`src/rtl/eoi_relay_pkg.sv`:
```
package eoi_relay_pkg;

   typedef enum logic [1:0] {
      PK_PASS     = 2'd0,
      PK_EOI_FWD  = 2'd1,
      PK_EOI_DROP = 2'd2
   } pk_action_t;

   function automatic pk_action_t classify(input logic bcast,
                                           input logic in_win,
                                           input logic last_dev);
      if (!(bcast && in_win))
         return PK_PASS;
      else if (last_dev)
         return PK_EOI_DROP;
      else
         return PK_EOI_FWD;
   endfunction

endpackage

```
`src/rtl/eoi_window_decode.sv`:
```
module eoi_window_decode #(
   parameter int                ADDR_W = 40,
   parameter logic [ADDR_W-1:0] WIN_LO = 40'hFD_0000_0000,
   parameter logic [ADDR_W-1:0] WIN_HI = 40'hFD_F8FF_FFFF
) (
   input  logic [ADDR_W-1:0] addr,
   output logic              in_win
);
   localparam bit LO_IS_ZERO = (WIN_LO == '0);
   localparam bit HI_IS_TOP  = (WIN_HI == '1);

   generate
      if (WIN_LO > WIN_HI) begin : g_bad_window
         $error("eoi_window_decode: WIN_LO above WIN_HI");
      end
      if (LO_IS_ZERO && HI_IS_TOP) begin : g_all
         assign in_win = 1'b1;
      end else if (LO_IS_ZERO) begin : g_hi_only
         assign in_win = (addr <= WIN_HI);
      end else if (HI_IS_TOP) begin : g_lo_only
         assign in_win = (addr >= WIN_LO);
      end else begin : g_both
         assign in_win = (addr >= WIN_LO) && (addr <= WIN_HI);
      end
   endgenerate

endmodule

```
`src/rtl/eoi_vector_match.sv`:
```
module eoi_vector_match #(
   parameter int VEC_W   = 8,
   parameter int NUM_SRC = 4
) (
   input  logic [VEC_W-1:0]         msg_vec,
   input  logic [NUM_SRC*VEC_W-1:0] src_vector,
   input  logic [NUM_SRC-1:0]       src_eoi_req,
   output logic [NUM_SRC-1:0]       hit
);
   generate
      for (genvar i = 0; i < NUM_SRC; i++) begin : g_src
         assign hit[i] = src_eoi_req[i] && (src_vector[i*VEC_W +: VEC_W] == msg_vec);
      end
   endgenerate

endmodule

```
`src/rtl/eoi_wait_tracker.sv`:
```
module eoi_wait_tracker #(
   parameter int NUM_SRC = 4
) (
   input  logic               clk,
   input  logic               rst_n,
   input  logic [NUM_SRC-1:0] fire,
   input  logic [NUM_SRC-1:0] needs_eoi,
   input  logic [NUM_SRC-1:0] release_mask,
   output logic [NUM_SRC-1:0] waiting
);
   generate
      for (genvar i = 0; i < NUM_SRC; i++) begin : g_trk
         logic wait_q;
         always_ff @(posedge clk) begin
            if (!rst_n)
               wait_q <= 1'b0;
            else if (wait_q)
               wait_q <= !release_mask[i];
            else
               wait_q <= fire[i] && needs_eoi[i];
         end
         assign waiting[i] = wait_q;

         AST_WAIT_HELD: assert property (@(posedge clk) disable iff (!rst_n)
            (wait_q && !release_mask[i]) |=> wait_q);
         AST_NO_BLOCK_WITHOUT_FLAG: assert property (@(posedge clk) disable iff (!rst_n)
            (!wait_q && !(fire[i] && needs_eoi[i])) |=> !wait_q);
      end
   endgenerate

endmodule

```
`src/rtl/eoi_relay.sv`:
```
module eoi_relay
   import eoi_relay_pkg::*;
#(
   parameter int                ADDR_W  = 40,
   parameter int                DATA_W  = 32,
   parameter int                VEC_W   = 8,
   parameter int                VEC_LSB = 0,
   parameter int                NUM_SRC = 4,
   parameter logic [ADDR_W-1:0] WIN_LO  = 40'hFD_0000_0000,
   parameter logic [ADDR_W-1:0] WIN_HI  = 40'hFD_F8FF_FFFF
) (
   input  logic                     clk,
   input  logic                     rst_n,
   input  logic                     end_of_chain,
   input  logic                     up_valid,
   output logic                     up_ready,
   input  logic                     up_bcast,
   input  logic [ADDR_W-1:0]        up_addr,
   input  logic [DATA_W-1:0]        up_data,
   output logic                     dn_valid,
   input  logic                     dn_ready,
   output logic                     dn_bcast,
   output logic [ADDR_W-1:0]        dn_addr,
   output logic [DATA_W-1:0]        dn_data,
   input  logic [NUM_SRC*VEC_W-1:0] src_vector,
   input  logic [NUM_SRC-1:0]       src_eoi_req,
   input  logic [NUM_SRC-1:0]       src_fire,
   output logic [NUM_SRC-1:0]       src_blocked,
   output logic [NUM_SRC-1:0]       eoi_notify
);
   localparam int VEC_MSB = VEC_LSB + VEC_W - 1;

   generate
      if (VEC_MSB >= DATA_W) begin : g_bad_vec
         $error("eoi_relay: vector field exceeds data width");
      end
      if (NUM_SRC < 1) begin : g_bad_src
         $error("eoi_relay: NUM_SRC must be at least 1");
      end
   endgenerate

   logic               in_win;
   logic [NUM_SRC-1:0] hit;
   logic [NUM_SRC-1:0] release_mask;
   logic               accept;
   pk_action_t         action;

   logic               out_v_q;
   logic               out_b_q;
   logic [ADDR_W-1:0]  out_a_q;
   logic [DATA_W-1:0]  out_d_q;
   logic [NUM_SRC-1:0] notify_q;

   eoi_window_decode #(
      .ADDR_W (ADDR_W),
      .WIN_LO (WIN_LO),
      .WIN_HI (WIN_HI)
   ) u_win (
      .addr   (up_addr),
      .in_win (in_win)
   );

   eoi_vector_match #(
      .VEC_W   (VEC_W),
      .NUM_SRC (NUM_SRC)
   ) u_match (
      .msg_vec     (up_data[VEC_MSB:VEC_LSB]),
      .src_vector  (src_vector),
      .src_eoi_req (src_eoi_req),
      .hit         (hit)
   );

   assign up_ready     = !out_v_q || dn_ready;
   assign accept       = up_valid && up_ready;
   assign action       = classify(up_bcast, in_win, end_of_chain);
   assign release_mask = (accept && (action != PK_PASS)) ? hit : '0;

   eoi_wait_tracker #(
      .NUM_SRC (NUM_SRC)
   ) u_trk (
      .clk          (clk),
      .rst_n        (rst_n),
      .fire         (src_fire),
      .needs_eoi    (src_eoi_req),
      .release_mask (release_mask),
      .waiting      (src_blocked)
   );

   always_ff @(posedge clk) begin
      if (!rst_n) begin
         out_v_q  <= 1'b0;
         out_b_q  <= 1'b0;
         out_a_q  <= '0;
         out_d_q  <= '0;
         notify_q <= '0;
      end else begin
         notify_q <= release_mask;
         if (out_v_q && dn_ready)
            out_v_q <= 1'b0;
         if (accept && (action != PK_EOI_DROP)) begin
            out_v_q <= 1'b1;
            out_b_q <= up_bcast;
            out_a_q <= up_addr;
            out_d_q <= up_data;
         end
      end
   end

   assign dn_valid   = out_v_q;
   assign dn_bcast   = out_b_q;
   assign dn_addr    = out_a_q;
   assign dn_data    = out_d_q;
   assign eoi_notify = notify_q;

   AST_HOLD_STABLE: assert property (@(posedge clk) disable iff (!rst_n)
      (dn_valid && !dn_ready) |=> (dn_valid && $stable(dn_data) && $stable(dn_addr) && $stable(dn_bcast)));
   AST_FORWARD_COPY: assert property (@(posedge clk) disable iff (!rst_n)
      (up_valid && up_ready && !(up_bcast && in_win && end_of_chain))
         |=> (dn_valid && dn_data == $past(up_data) && dn_addr == $past(up_addr)));
   AST_DROP_AT_END: assert property (@(posedge clk) disable iff (!rst_n)
      (up_valid && up_ready && up_bcast && in_win && end_of_chain) |=> !dn_valid);
   AST_NOTIFY_FROM_BCAST: assert property (@(posedge clk) disable iff (!rst_n)
      (eoi_notify != '0) |-> $past(up_valid && up_ready && up_bcast));
   AST_NOTIFY_NEEDS_FLAG: assert property (@(posedge clk) disable iff (!rst_n)
      (eoi_notify != '0) |-> ((eoi_notify & ~$past(src_eoi_req)) == '0));

endmodule

```
`config.mk`:
```
export PLATFORM = sky130hd
export DESIGN_NAME = eoi_relay
export DESIGN_NICKNAME = d
export VERILOG_FILES = /design/src/rtl/eoi_relay_pkg.sv /design/src/rtl/eoi_window_decode.sv /design/src/rtl/eoi_vector_match.sv /design/src/rtl/eoi_wait_tracker.sv /design/src/rtl/eoi_relay.sv
export SDC_FILE = /design/constraint.sdc
export NUM_CORES = 1
export LEC_CHECK = 0
export ABC_CLOCK_PERIOD_IN_PS = 1970
export BUFFER_PORTS_ARGS = -buffer_cell sky130_fd_sc_hd__buf_2
export CAP_MARGIN = 20
export CORE_MARGIN = 3
export CORE_UTILIZATION = 35
export CTS_CLUSTER_DIAMETER = 120
export DETAILED_ROUTE_END_ITERATION = 8
export SKIP_CTS_REPAIR_TIMING = 1
export SKIP_LAST_GASP = 1
export SYNTH_ARGS = -nofsm -noshare
export SYNTH_HDL_FRONTEND = slang
export SYNTH_SLANG_ARGS = --single-unit
```
`constraint.sdc`:
```
create_clock -name clk -period 1.97 [get_ports clk]
set_input_delay 0.0985 -clock clk [delete_from_list [all_inputs] [get_ports clk]]
set_output_delay 0.0985 -clock clk [all_outputs]
set_load 0.03 [all_outputs]
```
==> out/metrics.yaml, run 1 <==
run_status:
  status: "finished, violations left"
  violations: "negative hold slack"
logic_synthesis:
  yosysTopAreaCell: "dfxtp_1"
  synthArstFlopShare: 0
  synth.distinct_cells: 25
  synth_compound_area_frac: 0.0278
  synthCells: 413
  synthSimpleGateAreaFrac: 0.192
  synth.avg_cell_area_um2: 9.16
  synthXorXnorAreaFrac: 0.0740
  yosysWarningCount: 0
  synthMuxAreaShare: 0.193
  yosysSeqAreaShare: 0.434
  netlist_top_cells_area: "dfxtp_1 43%, mux2i_1 19%, nand2_1 15%, xnor2_1 7.4%, buf_12 4.2%"
  ys.flop_type: "dfxtp_1"
  synth_top_area_frac: 0.434
  synth_common_cells: "152 x nand2_1, 82 x dfxtp_1, 73 x mux2i_1, 32 x xnor2_1, 15 x clkbuf_1"
  synth_top_family_by_area: "multiplexers"
  ys_seq_elements: 82
  synth.most_common_cell: "nand2_1"
  synth_area_um2: 3780
  synth_nets: 531
  synth-adder-area-share: 0
  synth_edf_count: 0
sta:
  fin_tns_setup_ns: 0
  grt_setup_unrepaired: "false"
  hold_violations: 2
  skew_ns: 0.00517
  drv_slew: 0
  fin_crit_ns: 1.36
  setup_violations: 0
  fin_crit_sh: 0.690
  fmaxAchievable_ghz: 0.736
  worst_slew_pin_slew_ns: 0.379
  max_slew_margin: 0.747
  whs_ns: -0.00266
floorplanning:
  num_rows: 37
  die_area_um2: 12100
  start_util: 0.363
  die_w_um: 110
  ioPinCount: 201
  core_um2: 10400
  die_h_um: 110
setup_path:
  crit_path_start_kind: "flip-flop"
  worstPathMaxFanout: 36
  r2r-start: "dn_valid$_SDFFE_PN0P_"
  crit_path_end_kind: "flip-flop"
  required_ns: 2.24
  crit_type: "reg2reg"
  r2r_slack_ns: 0.61
  cp_data_arrival_time_ns: 1.63
  startpoint: "dn_valid$_SDFFE_PN0P_"
  rr_worst_depth: 5
min_path:
  hp-class: "in2reg"
  min-delay-start: "up_addr[19]"
  min_path_cells: 3
placed_design:
  detailed_place_hpwl_mm: 7.46
  dpl-instance-area_um2: 4750
  gp_congestion: 0.763
  numPortBuffers: 200
detailed_routing:
  drtIter0Drc: 143
  postRouteAntennaNets: 0
  drcViolationCount: 0
  wirelength_mm: 9.78
  dr.pass1.iters: 4
  wl_per_cell_um: 13.0
  vias_per_cell: 4.48
  vias: 3362
clocking:
  clk_latency_ns: 0.34
  cts_buffer_depth: 2
  numCtsBuffers: 9
  cts_tree: "done"
  cts-htree-levels: 3
  cts_root_buf: "clkbuf_8"
  cts.sinks: 82
  clk_pin_slew_worst_paths_ns: 0.09
layout:
  nFillCells: 1022
  area_delta_synth_final_pct: 36.3
  nNetsFinal: 728
  drive_gt1_frac: 0.369
  antenna_cells: 0
  fin_area_um2: 5160
  final_util: 0.495
global_route:
  antenna_found_initial: 0
  track_usage: 0.149
  grt_max_degree: 61
  overflow: 0
  grt_pass1_vias: 3107
  grt_first_pass_wirelength_mm: 14.4
power:
  peakVddDrop_mv: 0.381
  p_leak_nw: 2.57
  powerDensity_nw_per_um2: 788
run:
  maxCapViolations: 0
-- worst paths after layout --
path	to
worst max-delay path	dn_addr[8]$_SDFFE_PN0P_
worst max register to register	dn_addr[8]$_SDFFE_PN0P_
worst min register to register	dn_data[9]$_SDFFE_PN0P_
worst min-delay path	dn_addr[19]$_SDFFE_PN0P_
-- critical path: stages (launching register included) --
cell and delay [ns]:
dfxtp_1 0.33, nand2b_1 0.12, nand2_1 0.11, a21oi_4 0.19, buf_12 0.28, mux2i_1 0.23
-- through the flow --
step	total power, mW	cells	setup slack (ns)
after CTS	4.10	734	0.603
after global placement	2.67	718	0.638
final	4.07	751	0.611
after detailed placement	2.69	718	0.594
after global routing	4.25	751	0.487
after floorplan	2.43	413	0.429
-- sequential cells by signal, indices dropped and copies added, names as in the netlist --
name	count
dn_addr	40
dn_data	32
eoi_notify	4
u_trk.g_trk.wait_q	4
dn_bcast	1
dn_valid	1
-- placed cells by master (no fill, tap or decap), types with 2 or more instances in the layout --
master         instances
buf_2                199
dlygate4sd3_1         17
dfxtp_1               82
nand3_1                4
xnor2_1               32
nor3_1                 4
and3_1                 4
buf_4                  4
a311oi_1               4
mux2i_1               73
a21oi_1                5
nand4_1                5
bufinv_16              2
clkbuf_8              11
buf_12                 3
nand2_1              152
clkinv_4               3
-- cell families (layout without fill, tap and decap cells) --
kind of cell	after synthesis	count (layout)
AOI/OAI and AO/OA	12	12
and+or+nand+nor	176	176
buffers and inverters	38	240
muxes	73	73
DFF	82	82
xor gates and xnor gates	32	32
-- layout make-up --
| type | count | area [um^2] | share of cell area |
|---|---|---|---|
| clock inverters | 5 | 86.3 | 0.0167 |
| inverters | 1 | 3.75 | 0.000727 |
| flip-flops and latches | 82 | 1640 | 0.318 |
| multi-input cells | 293 | 1850 | 0.359 |
| repair buffers | 223 | 1260 | 0.243 |
| clock buffers | 11 | 151 | 0.0293 |
| well taps | 136 | 170 | 0.0330 |
-- where the power goes --
part           switching, mW  leakage, nW  internal [mW]
clock                  0.612        0.120          0.790
sequential            0.0541        0.675           1.76
combinational          0.502         1.78          0.345
-- routing by layer --
layer	share of wire	GRT usage
met4	0.011	0.0481
met3	0.072	0.0379
met1	0.43	0.186
met2	0.49	0.250
met5	0	0
Power figures use the tool's default switching activity.
==> run 2, diff against run 1 <==
--- a/config.mk
+++ b/config.mk
@@ -5,13 +5,15 @@
 export SDC_FILE = /design/constraint.sdc
 export NUM_CORES = 1
 export LEC_CHECK = 0
-export ABC_CLOCK_PERIOD_IN_PS = 1970
+export ABC_AREA = 1
+export ABC_CLOCK_PERIOD_IN_PS = 1200
 export BUFFER_PORTS_ARGS = -buffer_cell sky130_fd_sc_hd__buf_2
 export CAP_MARGIN = 20
 export CORE_MARGIN = 3
 export CORE_UTILIZATION = 35
 export CTS_CLUSTER_DIAMETER = 120
 export DETAILED_ROUTE_END_ITERATION = 8
+export PLACE_DENSITY = 0.66
 export SKIP_CTS_REPAIR_TIMING = 1
 export SKIP_LAST_GASP = 1
 export SYNTH_ARGS = -nofsm -noshare
==> constraint.sdc (replaced) <==
create_clock -name clk -period 1.2 [get_ports clk]
set_input_delay 0.06 -clock clk [delete_from_list [all_inputs] [get_ports clk]]
set_output_delay 0.06 -clock clk [all_outputs]
set_load 0.03 [all_outputs]
==> run 2 against run 1 <==
The run now ends clean. Utilization increased by 0.75 points. Area after synthesis grew 11%. Cell count up 34%. Combinational power grew 100%. Sequential share of layout area is 3.5 points lower. Critical path depth fell by 2. Design area is 13% higher. Largest power group unchanged.
==> out/metrics.yaml, run 2 <==
clocking:
  clk_pin_slew_worst_paths_ns: 0.07
  cts_tree: "done"
  cts_buffer_depth: 2
  cts_root_buf: "clkbuf_16"
  cts-htree-levels: 3
  numCtsBuffers: 9
  clk_latency_ns: 0.34
  cts.sinks: 82
sta:
  whs_ns: 0.0216
  max_slew_margin: 0.792
  fin_crit_sh: 0.948
  skew_ns: 0.00838
  drv_slew: 0
  hold_violations: 0
  setup_violations: 0
  fmaxAchievable_ghz: 0.879
  fin_tns_setup_ns: 0
  fin_crit_ns: 1.14
  grt_setup_unrepaired: "true"
  worst_slew_pin_slew_ns: 0.309
  setup_slack_ns: 0.0630
logic_synthesis:
  synth_top_family_by_area: "simple AND/OR/NAND/NOR gates"
  synth_edf_count: 0
  ys_seq_elements: 82
  synthXorXnorAreaFrac: 0.0146
  synth.most_common_cell: "nand2_1"
  synth_nets: 784
  netlist_top_cells_area: "dfxtp_1 39%, nand2_1 14%, nand3_1 10%, nor2_1 9.6%, a21oi_1 9.3%"
  synth.avg_cell_area_um2: 6.31
  synth-adder-area-share: 0
  synth_common_cells: "153 x nand2_1, 107 x nor2_1, 100 x inv_1, 87 x nand3_1, 82 x dfxtp_1"
  yosysTopAreaCell: "dfxtp_1"
  synth_compound_area_frac: 0.0995
  synthCells: 666
  synthSimpleGateAreaFrac: 0.337
  yosysWarningCount: 0
  synth_area_um2: 4200
  synthArstFlopShare: 0
  synthMuxAreaShare: 0
  synth.distinct_cells: 16
  yosysSeqAreaShare: 0.391
  synth_top_area_frac: 0.391
  ys.flop_type: "dfxtp_1"
setup_path:
  rr_worst_depth: 6
  cp_slowest_cell: "dfxtp_4"
  crit_path_start_kind: "flip-flop"
  r2r_slack_ns: 0.08
  path_delay_family: "flip-flops"
  rr_endpoint: "dn_addr[22]$_SDFFE_PN0P_"
  crit_buf_inv: 2
  crit_type: "reg2out"
  cp_data_arrival_time_ns: 1.08
  required_ns: 1.14
  crit_path_end_kind: "output pin"
  r2r-start: "dn_valid$_SDFFE_PN0P_"
  cp.depth: 3
  path_cells: "nand2_8, buf_4, buf_2"
  max_stage_delay_ns: 0.38
  startpoint: "dn_valid$_SDFFE_PN0P_"
  worstPathMaxFanout: 2
run:
  maxCapViolations: 0
layout:
  final_common_cell: "buf_2"
  nNetsFinal: 978
  largest_reg_flops: 40
  area_delta_synth_final_pct: 38.4
  final_cell_mix: "200 x buf_2, 151 x nand2_1, 107 x nor2_1"
  antenna_cells: 0
  drive_gt1_frac: 0.292
run_status:
  status: "complete, no violations"
detailed_routing:
  postRouteAntennaNets: 0
  routed.top_layer: "met5"
  vias_per_cell: 4.54
  drcViolationCount: 0
  wl_met2_mm: 5.35
  wirelength_mm: 12.4
  wl_met3_um: 890
  dr.pass1.iters: 4
  m1WireLength_mm: 5.74
  vias: 4573
  wl_per_cell_um: 12.3
  drtIter0Drc: 383
global_route:
  grt_first_pass_wirelength_mm: 18.5
  track_usage: 0.173
  grt_pass1_vias: 3853
  overflow: 0
  antenna_found_initial: 1
  grt_max_degree: 64
placed_design:
  detailed_place_hpwl_mm: 8.89
  numPortBuffers: 200
  post-place-ws_ns: -0.108
  gp_congestion: 0.844
power:
  p_leak_nw: 3.37
  peakVddDrop_mv: 0.568
  powerDensity_nw_per_um2: 1300
min_path:
  min-delay-start: "up_addr[4]"
  hp-class: "in2reg"
  min_path_cells: 5
  hold_path_end: "dn_addr[4]$_SDFFE_PN0P_"
floorplanning:
  die_area_um2: 13400
  num_rows: 39
  start_util: 0.363
  die_w_um: 116
  core_um2: 11600
  ioPinCount: 201
  die_h_um: 116
## run 2: cell type report
class,count,area [um^2]
Sequential cell,82,1650
Clock inverter,6,66.3
Clock buffer,10,229
Inverter,101,387
Tap cell,143,179
Multi-Input combinational cell,438,1950
Timing Repair Buffer,227,1360
Fill cell,1237,5750
Timing Repair inverter,1,6.26
## run 2: per-layer routing
metal / up-vias / global-route usage
met1: 1946 / 0.236
met2: 160 / 0.257
met4: 2 / 0.0884
met3: 26 / 0.0397
met5: - / 0
li1: 2439 / -
## run 2: metrics by stage
step	utilization	area [um^2]	total power, mW	instances
2_1_floorplan	-	4290	4.20	666
3_3_place_gp	0.467	5400	4.75	988
3_5_place_dp	0.467	5400	4.77	988
4_1_cts	0.493	5700	7.54	1004
5_1_grt	0.503	5820	7.93	1008
6_report	0.503	5820	7.56	1008
## run 2: how the worst max path moves through the flow
stage | end | slack [ns]
detailed placement | dn_addr[12]$_SDFFE_PN0P_ | -0.11
CTS | dn_data[13]$_SDFFE_PN0P_ | 0.01
finish | up_ready | 0.06
global placement | dn_addr[9]$_SDFFE_PN0P_ | -0.09
floorplan | dn_addr[21]$_SDFFE_PN0P_ | 0.008
global route | u_trk.g_trk[0].wait_q$_SDFF_PN0_ | -0.02
## run 2: kinds of logic (layout without fill, tap and decap cells)
group	count (synthesis)	count (layout)
xor+xnor	7	7
compound gates	83	83
buf+inv	146	345
flops	82	82
simple gates	348	348
## run 2: worst register-to-register path: stages, from the launching register on
cell and delay [ns]:
dfxtp_4 0.38, nand2_8 0.05, nand2_4 0.11, inv_4 0.09, clkbuf_16 0.19, a21oi_1 0.16
nor2_1 0.06
## run 2: power by group
group | internal, mW | switching (mW)
clock | 1.62 | 1.18
sequential | 2.93 | 0.109
combinational | 0.657 | 1.06
